==> src/rtl/vpic_pkg.sv <==
package vpic_pkg;
  localparam int BYTE_W = 8;
  localparam logic [BYTE_W-1:0] CALL_OPCODE = 8'hCD;
  localparam logic [BYTE_W-1:0] EOI_WORD    = 8'h20;

  typedef enum logic [1:0] {ACK_OP, ACK_LO, ACK_HI} ack_phase_t;
  typedef enum logic [1:0] {CFG_IDLE, CFG_WAIT_HI, CFG_RUN} cfg_state_t;

  typedef struct packed {
    logic [2:0]        base_lo;   // top bits of the low vector byte
    logic              edge_mode; // 1: rising edge requests
    logic              space4;    // 1: 4-byte spacing
    logic [BYTE_W-1:0] base_hi;   // high vector byte
  } cfg_t;
endpackage

==> src/rtl/vpic_cfg.sv <==
module vpic_cfg
  import vpic_pkg::*;
(
  input  logic              clk,
  input  logic              rst,
  input  logic              wr_en,
  input  logic              wr_addr,
  input  logic [BYTE_W-1:0] wr_data,
  output cfg_t              cfg,
  output logic              run,
  output logic              restart,
  output logic              eoi
);
  cfg_state_t state_q;
  cfg_t       cfg_q;
  logic       unused_bits;

  // bits 1..0 of the first word carry nothing this block uses
  assign unused_bits = ^wr_data[1:0];

  assign restart = wr_en && !wr_addr && wr_data[4];
  assign eoi     = wr_en && !wr_addr && (wr_data == EOI_WORD) && (state_q == CFG_RUN);

  always_ff @(posedge clk) begin
    if (rst) begin
      state_q <= CFG_IDLE;
      cfg_q   <= '0;
    end else if (restart) begin
      state_q         <= CFG_WAIT_HI;
      cfg_q.base_lo   <= wr_data[7:5];
      cfg_q.edge_mode <= wr_data[3];
      cfg_q.space4    <= wr_data[2];
    end else if (wr_en && wr_addr && state_q == CFG_WAIT_HI) begin
      cfg_q.base_hi <= wr_data;
      state_q       <= CFG_RUN;
    end
  end

  assign cfg = cfg_q;
  assign run = (state_q == CFG_RUN);
endmodule

==> src/rtl/vpic_req.sv <==
module vpic_req #(
  parameter int LVL_N = 8
) (
  input  logic             clk,
  input  logic             rst,
  input  logic             clear_all,
  input  logic             edge_mode,
  input  logic [LVL_N-1:0] irq_in,
  input  logic [LVL_N-1:0] ack_clr,
  output logic [LVL_N-1:0] req
);
  logic [LVL_N-1:0] irq_q;
  logic [LVL_N-1:0] lat_q;

  always_ff @(posedge clk) begin
    if (rst) irq_q <= '0;
    else     irq_q <= irq_in;
  end

  for (genvar g = 0; g < LVL_N; g++) begin : g_lat
    always_ff @(posedge clk) begin
      if (rst || clear_all)           lat_q[g] <= 1'b0;
      else if (irq_in[g] && !irq_q[g]) lat_q[g] <= 1'b1;
      else if (ack_clr[g])             lat_q[g] <= 1'b0;
    end
  end

  assign req = edge_mode ? lat_q : irq_q;
endmodule

==> src/rtl/vpic_prio.sv <==
module vpic_prio #(
  parameter int LVL_N = 8,
  localparam int LVL_W = $clog2(LVL_N)
) (
  input  logic             clk,
  input  logic             rst,
  input  logic             clear_all,
  input  logic [LVL_N-1:0] req,
  input  logic             set_en,
  input  logic [LVL_W-1:0] set_lvl,
  input  logic             eoi,
  output logic [LVL_N-1:0] isr,
  output logic [LVL_W-1:0] win_lvl,
  output logic             pass
);
  logic [LVL_N-1:0] isr_q, isr_nxt;
  logic [LVL_W-1:0] isr_top;

  function automatic logic [LVL_W-1:0] first_set(input logic [LVL_N-1:0] v);
    logic [LVL_W-1:0] r;
    r = '0;
    for (int i = LVL_N - 1; i >= 0; i--)
      if (v[i]) r = LVL_W'(i);
    return r;
  endfunction

  assign win_lvl = first_set(req);
  assign isr_top = first_set(isr_q);
  assign pass    = (|req) && (!(|isr_q) || (win_lvl < isr_top));

  always_comb begin
    isr_nxt = isr_q;
    if (eoi && (|isr_q)) isr_nxt[isr_top] = 1'b0;
    if (set_en)          isr_nxt[set_lvl] = 1'b1;
  end

  always_ff @(posedge clk) begin
    if (rst || clear_all) isr_q <= '0;
    else                  isr_q <= isr_nxt;
  end

  assign isr = isr_q;
endmodule

==> src/rtl/vpic_ack.sv <==
module vpic_ack
  import vpic_pkg::*;
#(
  parameter int LVL_N = 8,
  localparam int LVL_W = $clog2(LVL_N)
) (
  input  logic              clk,
  input  logic              rst,
  input  logic              clear_all,
  input  logic              run,
  input  logic              inta,
  input  cfg_t              cfg,
  input  logic [LVL_W-1:0]  win_lvl,
  output logic [BYTE_W-1:0] inta_data,
  output logic              set_en,
  output logic [LVL_W-1:0]  set_lvl
);
  ack_phase_t        phase_q;
  logic [LVL_W-1:0]  lvl_q;
  logic [BYTE_W-1:0] data_q;
  logic [BYTE_W-1:0] lo_byte;
  logic              step;

  // vector layout assumes eight levels (three level bits)
  always_comb begin
    if (cfg.space4) lo_byte = {cfg.base_lo, lvl_q, 2'b00};
    else            lo_byte = {cfg.base_lo[2:1], lvl_q, 3'b000};
  end

  assign step    = inta && run && !clear_all;
  assign set_en  = step && (phase_q == ACK_LO);
  assign set_lvl = lvl_q;

  always_ff @(posedge clk) begin
    if (rst) begin
      phase_q <= ACK_OP;
      lvl_q   <= '0;
      data_q  <= '0;
    end else if (clear_all) begin
      phase_q <= ACK_OP;
    end else if (step) begin
      unique case (phase_q)
        ACK_OP: begin
          data_q  <= CALL_OPCODE;
          lvl_q   <= win_lvl;
          phase_q <= ACK_LO;
        end
        ACK_LO: begin
          data_q  <= lo_byte;
          phase_q <= ACK_HI;
        end
        default: begin
          data_q  <= cfg.base_hi;
          phase_q <= ACK_OP;
        end
      endcase
    end
  end

  assign inta_data = data_q;
endmodule

==> src/rtl/vpic_top.sv <==
module vpic_top
  import vpic_pkg::*;
#(
  parameter int LVL_N = 8,
  localparam int LVL_W = $clog2(LVL_N)
) (
  input  logic              clk,
  input  logic              rst,
  input  logic              wr_en,
  input  logic              wr_addr,
  input  logic [BYTE_W-1:0] wr_data,
  input  logic [LVL_N-1:0]  irq_in,
  input  logic              inta,
  output logic [BYTE_W-1:0] inta_data,
  output logic              intr_out
);
  cfg_t             cfg_q;
  logic             run, restart, eoi;
  logic [LVL_N-1:0] req, isr, ack_clr;
  logic [LVL_W-1:0] win_lvl, set_lvl;
  logic             pass, set_en;
  logic             intr_q;

  vpic_cfg u_cfg (
    .clk(clk), .rst(rst), .wr_en(wr_en), .wr_addr(wr_addr), .wr_data(wr_data),
    .cfg(cfg_q), .run(run), .restart(restart), .eoi(eoi)
  );

  vpic_req #(.LVL_N(LVL_N)) u_req (
    .clk(clk), .rst(rst), .clear_all(restart), .edge_mode(cfg_q.edge_mode),
    .irq_in(irq_in), .ack_clr(ack_clr), .req(req)
  );

  vpic_prio #(.LVL_N(LVL_N)) u_prio (
    .clk(clk), .rst(rst), .clear_all(restart), .req(req), .set_en(set_en),
    .set_lvl(set_lvl), .eoi(eoi), .isr(isr), .win_lvl(win_lvl), .pass(pass)
  );

  vpic_ack #(.LVL_N(LVL_N)) u_ack (
    .clk(clk), .rst(rst), .clear_all(restart), .run(run), .inta(inta),
    .cfg(cfg_q), .win_lvl(win_lvl), .inta_data(inta_data),
    .set_en(set_en), .set_lvl(set_lvl)
  );

  always_comb begin
    ack_clr = '0;
    if (set_en) ack_clr[set_lvl] = 1'b1;
  end

  always_ff @(posedge clk) begin
    if (rst) intr_q <= 1'b0;
    else     intr_q <= run && pass && !restart;
  end

  assign intr_out = intr_q;
endmodule

==> config.mk <==
export PLATFORM = sky130hd
export DESIGN_NAME = vpic_top
export DESIGN_NICKNAME = d
export VERILOG_FILES = /design/src/rtl/vpic_pkg.sv /design/src/rtl/vpic_cfg.sv /design/src/rtl/vpic_req.sv /design/src/rtl/vpic_prio.sv /design/src/rtl/vpic_ack.sv /design/src/rtl/vpic_top.sv
export SDC_FILE = /design/constraint.sdc
export NUM_CORES = 1
export LEC_CHECK = 0
export ABC_AREA = 1
export BUFFER_PORTS_ARGS = -buffer_cell sky130_fd_sc_hd__buf_2
export CAP_MARGIN = 20
export CORE_ASPECT_RATIO = 0.9
export CORE_UTILIZATION = 25
export CTS_BUF_LIST = sky130_fd_sc_hd__clkbuf_8
export DETAILED_ROUTE_END_ITERATION = 6
export SETUP_SLACK_MARGIN = 0.02
export SLEW_MARGIN = 25
export SYNTH_ARGS = -nofsm -noshare
export SYNTH_HDL_FRONTEND = slang
export SYNTH_SLANG_ARGS = --single-unit
==> constraint.sdc <==
create_clock -name clk -period 1.7 [get_ports clk]
set_clock_uncertainty 0.2 [all_clocks]
set_input_delay 0.17 -clock clk [delete_from_list [all_inputs] [get_ports clk]]
set_output_delay 0.17 -clock clk [all_outputs]
set_load 0.03 [all_outputs]
[Word-level counts from Yosys, hierarchy flattened]
Cells that the tools add are included.
Cells by class
  bitwise gates (word level): 4
  muxes and demuxes: 45
  reductions and logical operators: 52
  order comparisons: 5
  eq/ne operators: 4
Operators by type and width (number)
  $mux W3: 16
  $mux W8: 4
  $logic_and A1 B1 Y1: 23
  $mux W1: 20
  $reduce_bool A2 Y1: 9
  $pmux W8 S2: 1
  $reduce_or A8 Y1: 2
  $logic_not A1 Y1: 11
  $and A8 B8 Y8: 1
  $eq A8 B6 Y1 const B: 1
  $lt A3 B4 Y1 const B: 2
  $not A8 Y8: 1
  $or A8 B8 Y8: 1
  $demux W1 S3: 2
  $ge A3 B1 Y1 const B: 2
  $mux W6: 1
  $eq A2 B1 Y1 const B: 2
  $pmux W2 S2: 1
  $reduce_and A2 Y1: 2
  $lt A3 B3 Y1: 1
  $reduce_and A3 Y1: 1
  $eq A2 B2 Y1 const B: 1
  $logic_not A2 Y1: 1
  $logic_or A1 B1 Y1: 2
  2 further kinds: 2
Word-level totals
  input port bits: 21
  output and inout port bits: 9
  register bits after elaboration: 53
  logic and storage cells: 130

[Longest topological paths before layout]
  depth in word-level cells: 17
  mapped depth: 15
  depth with buffers taken out: 14

[Cells and area by module]
A second synthesis with hierarchy kept.
Second synthesis, totals
  cell total of the unflattened synthesis: 426
  area total of the unflattened synthesis: 2732.6 sq um
By module, submodules not included
  vpic_cfg: cells an instance 110, times used 1, sequential area each 300.3 sq um, area an instance 715.7 sq um
  vpic_ack: cells an instance 99, times used 1, sequential area each 260.2 sq um, area an instance 661.9 sq um
  vpic_req: cells an instance 93, times used 1, sequential area each 320.3 sq um, area an instance 651.9 sq um
  vpic_prio: cells an instance 101, times used 1, sequential area each 160.2 sq um, area an instance 600.6 sq um
  vpic_top: cells an instance 23, times used 1, sequential area each 20.0 sq um, area an instance 102.6 sq um

[Worst setup path before layout]
No wires, ideal clock.
  kind: flip-flop to flip-flop
  start: register, netlist name u_cfg.cfg[9]
  end: register intr_q (netlist: intr_out)
  library setup time: 0.066 ns
  path slack: -0.128 ns
  data required time: 1.434 ns
  arrival time: 1.562 ns
  cell stages (with the launch flop): 13
  period minus slack after synthesis: 1.828 ns
  path buffers: 1
  cells stage by stage: dfxtp_1 -> buf_6 -> inv_4 -> nand2_2 -> nand2_2 -> a21oi_1 -> inv_1 -> nor2_1 -> nor3_2 -> ha_1 -> a21oi_1 -> nand2_1 -> a21oi_2
Between the ends
  cells in the longest elaborated chain, start to end: 14
  elaborated cells on any way between the ends: 15
  classes of those cells: order compare: 1; mux: 9; reduce/logical: 5
RTL lines
  $mux W8 *: line vpic_req.sv:28  | assign req = edge_mode ? lat_q : irq_q;
  $mux W3 (7 in series): line vpic_prio.sv:23  | if (v[i]) r = LVL_W'(i);
  $mux W3 *: line vpic_prio.sv:23
  named net u_ack.win_lvl[2]: line vpic_ack.sv:13  | input logic [LVL_W-1:0] win_lvl,
  $lt A3 B3 Y1 *: line vpic_prio.sv:29  | assign pass = (|req) && (!(|isr_q) || (win_lvl < isr_top));
  $logic_or A1 B1 Y1 *: line vpic_prio.sv:29
  $logic_and A1 B1 Y1 *: line vpic_prio.sv:29
  $logic_and A1 B1 Y1 * (2 in series): line vpic_top.sv:52  | else intr_q <= run && pass && !restart;
  end signal: assignment: line vpic_top.sv:52
  end: declaration: line vpic_top.sv:22  | logic intr_q;
The timed path passes the listed nets; every way through them passes the cells marked *.
A chain may end at the register's enable or synchronous reset.

[Worst setup path after layout]
  start: register, netlist name u_cfg.cfg[9]
  end: register intr_q (netlist: intr_out)
Between the ends
  cells in the longest elaborated chain, start to end: 14
  elaborated cells on any way between the ends: 15
  classes of those cells: order compare: 1; mux: 9; reduce/logical: 5
RTL lines (line)
  $mux W8 *: vpic_req.sv:28
  $mux W3 (7 in series): vpic_prio.sv:23
  $mux W3 *: vpic_prio.sv:23
  named net u_ack.win_lvl[2]: vpic_ack.sv:13
  $lt A3 B3 Y1 *: vpic_prio.sv:29
  $logic_or A1 B1 Y1 *: vpic_prio.sv:29
  $logic_and A1 B1 Y1 *: vpic_prio.sv:29
  $logic_and A1 B1 Y1 * (2 in series): vpic_top.sv:52
Marks and branches as above.

==> results.tsv <==
metric	value	unit
critical path's top delay family	flip-flops	
CP startpoint kind	register	
Crit-path slowest cell	dfxtp_4	
Post-DP HPWL	4550	µm
Core Area	9250	µm²
PwrDens	717	nW/µm²
setup TNS	-209	ps
RSZ-0062 raised after global routing	yes	
CTS tree	done	
Setup crit end kind	register	
Clk pwr share	29.5	%
Tcrit/Tclk final	112	%
synth cell count leaders	nand2_1 (63), dfxtp_1 (53), a21oi_1 (45), nor2_1 (45), inv_1 (34)	
Area growth syn-to-layout	35.1	%
Num Clock Sinks	53	
Worst Hold Class	in -> reg	
Worst EP required	1740	ps
crit path DAT	1940	ps
GRT Overall Usage	12.4	%
die width	106	µm
Buf/Inv on CP	1	
flops & latches, synth	53	
internal reg-to-reg setup slack	-200	ps
DIE AREA	10100	µm²
prevailing post-synth register cell	dfxtp_1	
measured slew at the worst slew-check pin	270	ps
min-delay src	wr_data[3]	
Fillers	1007	
WHS Path Cells	4	
footprint of the multi-input gates	1240	µm²
worst-path fanout max	7	
Worst Hold Path EP	u_cfg.cfg[3]	
Area after DPL	2810	µm²
Post-DRT Antenna Nets	0	
Crit path largest cell delay	410	ps
Seq/Total Area, Yosys	43.8	%
fin nets	423	
row count	33	
reg2reg start	u_cfg.cfg[9]	
min Tclk post-route	1900	ps
Lkg Pwr	1.42	nW
RePlAce Congestion	0.818	
storage element area	1070	µm²
cell area after synthesis	2420	µm²
global-route wire length before repair	9790	µm
number of enable flip-flop cells after synthesis	0	
Yosys top cell area share	43.8	%
fraction of registers with async set or reset after synthesis	0	%
grt ovf	0	
n_diodes	0	
yosys warns	0	
# port buffers	29	
post-synth top area cell	dfxtp_1	
final hold violation count	0	
Slew Limit Fails	0	
vias	2291	
vias in the first global route	2132	
final instance area	3270	µm²
Starting Density	26.2	%
DRC marker count from the first detailed-route iteration	89	
residual DRC count	0	
Worst Slack Setup Final	-197	ps
die height	95.4	µm
Via density	4.38	
initial antenna violation count	0	
most common cell in the synthesized netlist	nand2_1	
internal power	1.73	mW
TritonCTS Buffers	5	
Bufs on Longest Clock Path	2	
crit-path cells	buf_6 -> mux2i_2 -> nand2_2 -> nor3_2 -> ha_1 -> a21oi_1 -> nand2_1 -> a21oi_2	
switching pwr	613	µW
Routed WL per cell	11.7	µm
syn avg cell area	7.34	µm²
pin count of the biggest net entering global routing	17	
Critical Path Stages	8	
Clock Latency Late Sink	310	ps
H-tree levels	2	
failing checks	setup timing	
status	finished, violations left	
VDD IR max	332	µV
IO Pins	30	
max_cap viols	0	
synth unique cells	38	
Mapped Cells	330	
Root Buffer	clkbuf_8	
total wire length	6150	µm
Logic pwr share	14.6	%
Reg clk slew, reported paths	100	ps
largest cells by area after synthesis	dfxtp_1 (44%), nand2_1 (9.8%), a21oi_1 (9.3%), nor2_1 (7.0%), inv_1 (5.3%)	
Worst slew margin	81.8	%
Worst Reg-to-Reg Cells	8	
Reg-to-Reg End	intr_out	
First-pass DRT Iterations	4	
syn nets	353	
Switching Share	26.1	%
ratio of cells with drive above 1 in the final layout	29.7	%
Final Setup Violations	2	
crit path kind	reg -> reg	
sequential share of power	55.9	%
Peak Freq	527	MHz
==> per-stage QoR <==
| step | power, mW | hold slack [ps] | std cells | utilization (%) | worst slack (ps) |
|---|---|---|---|---|---|
| after floorplan | 1.50 | 77.0 | 330 | - | -76.3 |
| after global placement | 1.59 | 190 | 490 | 30.4 | -170 |
| after detailed placement | 1.60 | 193 | 490 | 30.4 | -279 |
| after CTS | 2.35 | 26.7 | 523 | 34.2 | -216 |
| after global routing | 2.48 | 30.6 | 523 | 35.4 | -322 |
| final | 2.35 | 33.6 | 523 | 35.4 | -197 |
==> power groups by stage <==
| stage | registers (mW) | clock network, mW | logic (mW) |
|---|---|---|---|
| finish | 1.31 | 0.693 | 0.342 |
| global route | 1.32 | 0.777 | 0.385 |
| CTS | 1.31 | 0.718 | 0.320 |
| detailed placement | 1.34 | 0 | 0.261 |
| global placement | 1.34 | 0 | 0.256 |
| floorplan | 1.33 | 0 | 0.171 |
==> timing repair <==
action,4_1_cts,5_1_grt
hold buffers,21,0
buffers inserted,5,2
hold endpoints to repair,23,0
pin swaps,6,9
gates resized for setup,9,32
setup endpoints to repair,3,19
cloned,0,0
==> cells by family after synthesis <==
kind of cell	Yosys count	synth area share (%)
DFF	53	43.8
adders and majority gates	2	1.03
buffers and inverters	55	9.41
and+or+nand+nor	137	25.3
muxes	4	1.81
AOI/OAI and AO/OA	79	18.7
==> area by class of cell <==
cell class / count / area share [%]
inverters: 47 / 5.62
flip-flops and latches: 53 / 32.6
clock buffers: 5 / 2.10
repair buffers: 71 / 16.5
well taps: 122 / 4.67
multi-input cells: 222 / 37.9
clock inverters: 3 / 0.536
==> layer usage <==
metal  vias to the layer above  share of wire [%]  GRT usage, %
met2                        46                 43          19.1
li1                       1206                  -             -
met3                         9                4.8          3.28
met4                         0                1.3          3.47
met5                         -                  0             0
met1                      1030                 51          17.0
==> worst register-to-register path, delay by kind of cell (launching register included) <==
family	cells	cell delay (ps)
adder cells (fa/ha/maj)	1	270
flip-flops	1	410
multiplexers	1	230
AO/OA/AOI/OAI	2	230
buffers and inverters	1	110
AND/OR/NAND/NOR	3	410
==> how the worst max path moves through the flow <==
stage,to,start,slack [ps]
finish,intr_out,u_cfg.cfg[9],-200
global route,intr_out,u_cfg.cfg[9],-320
CTS,intr_out,u_cfg.cfg[9],-220
detailed placement,intr_out,u_cfg.cfg[9],-280
global placement,intr_out,u_cfg.cfg[9],-170
floorplan,intr_out,u_cfg.cfg[9],-80
==> flip-flops by register name (all words and copies together), names as in the netlist <==
| name | flops |
|---|---|
| u_ack.set_lvl | 3 |
| u_cfg.state_q | 2 |
| u_prio.isr | 8 |
| u_ack.inta_data | 8 |
| u_req.lat_q | 8 |
| u_cfg.cfg | 13 |
| u_ack.phase_q | 2 |
| intr_out | 1 |
| u_req.irq_q | 8 |
==> placed cells by master (no fill, tap or decap), types with 3 or more instances in the layout <==
cell type	count
nand2_1	58
dfxtp_1	51
a21oi_1	44
nor2_1	36
inv_1	31
buf_2	26
buf_4	20
dlygate4sd3_1	19
o21ai_0	13
inv_2	12
nand2_2	9
nor2_2	9
o21ai_1	9
clkbuf_8	5
nor3_2	4
nand3_1	4
buf_6	4
inv_4	3
nor3_1	3
a211oi_2	3
Power figures use the tool's default switching activity.
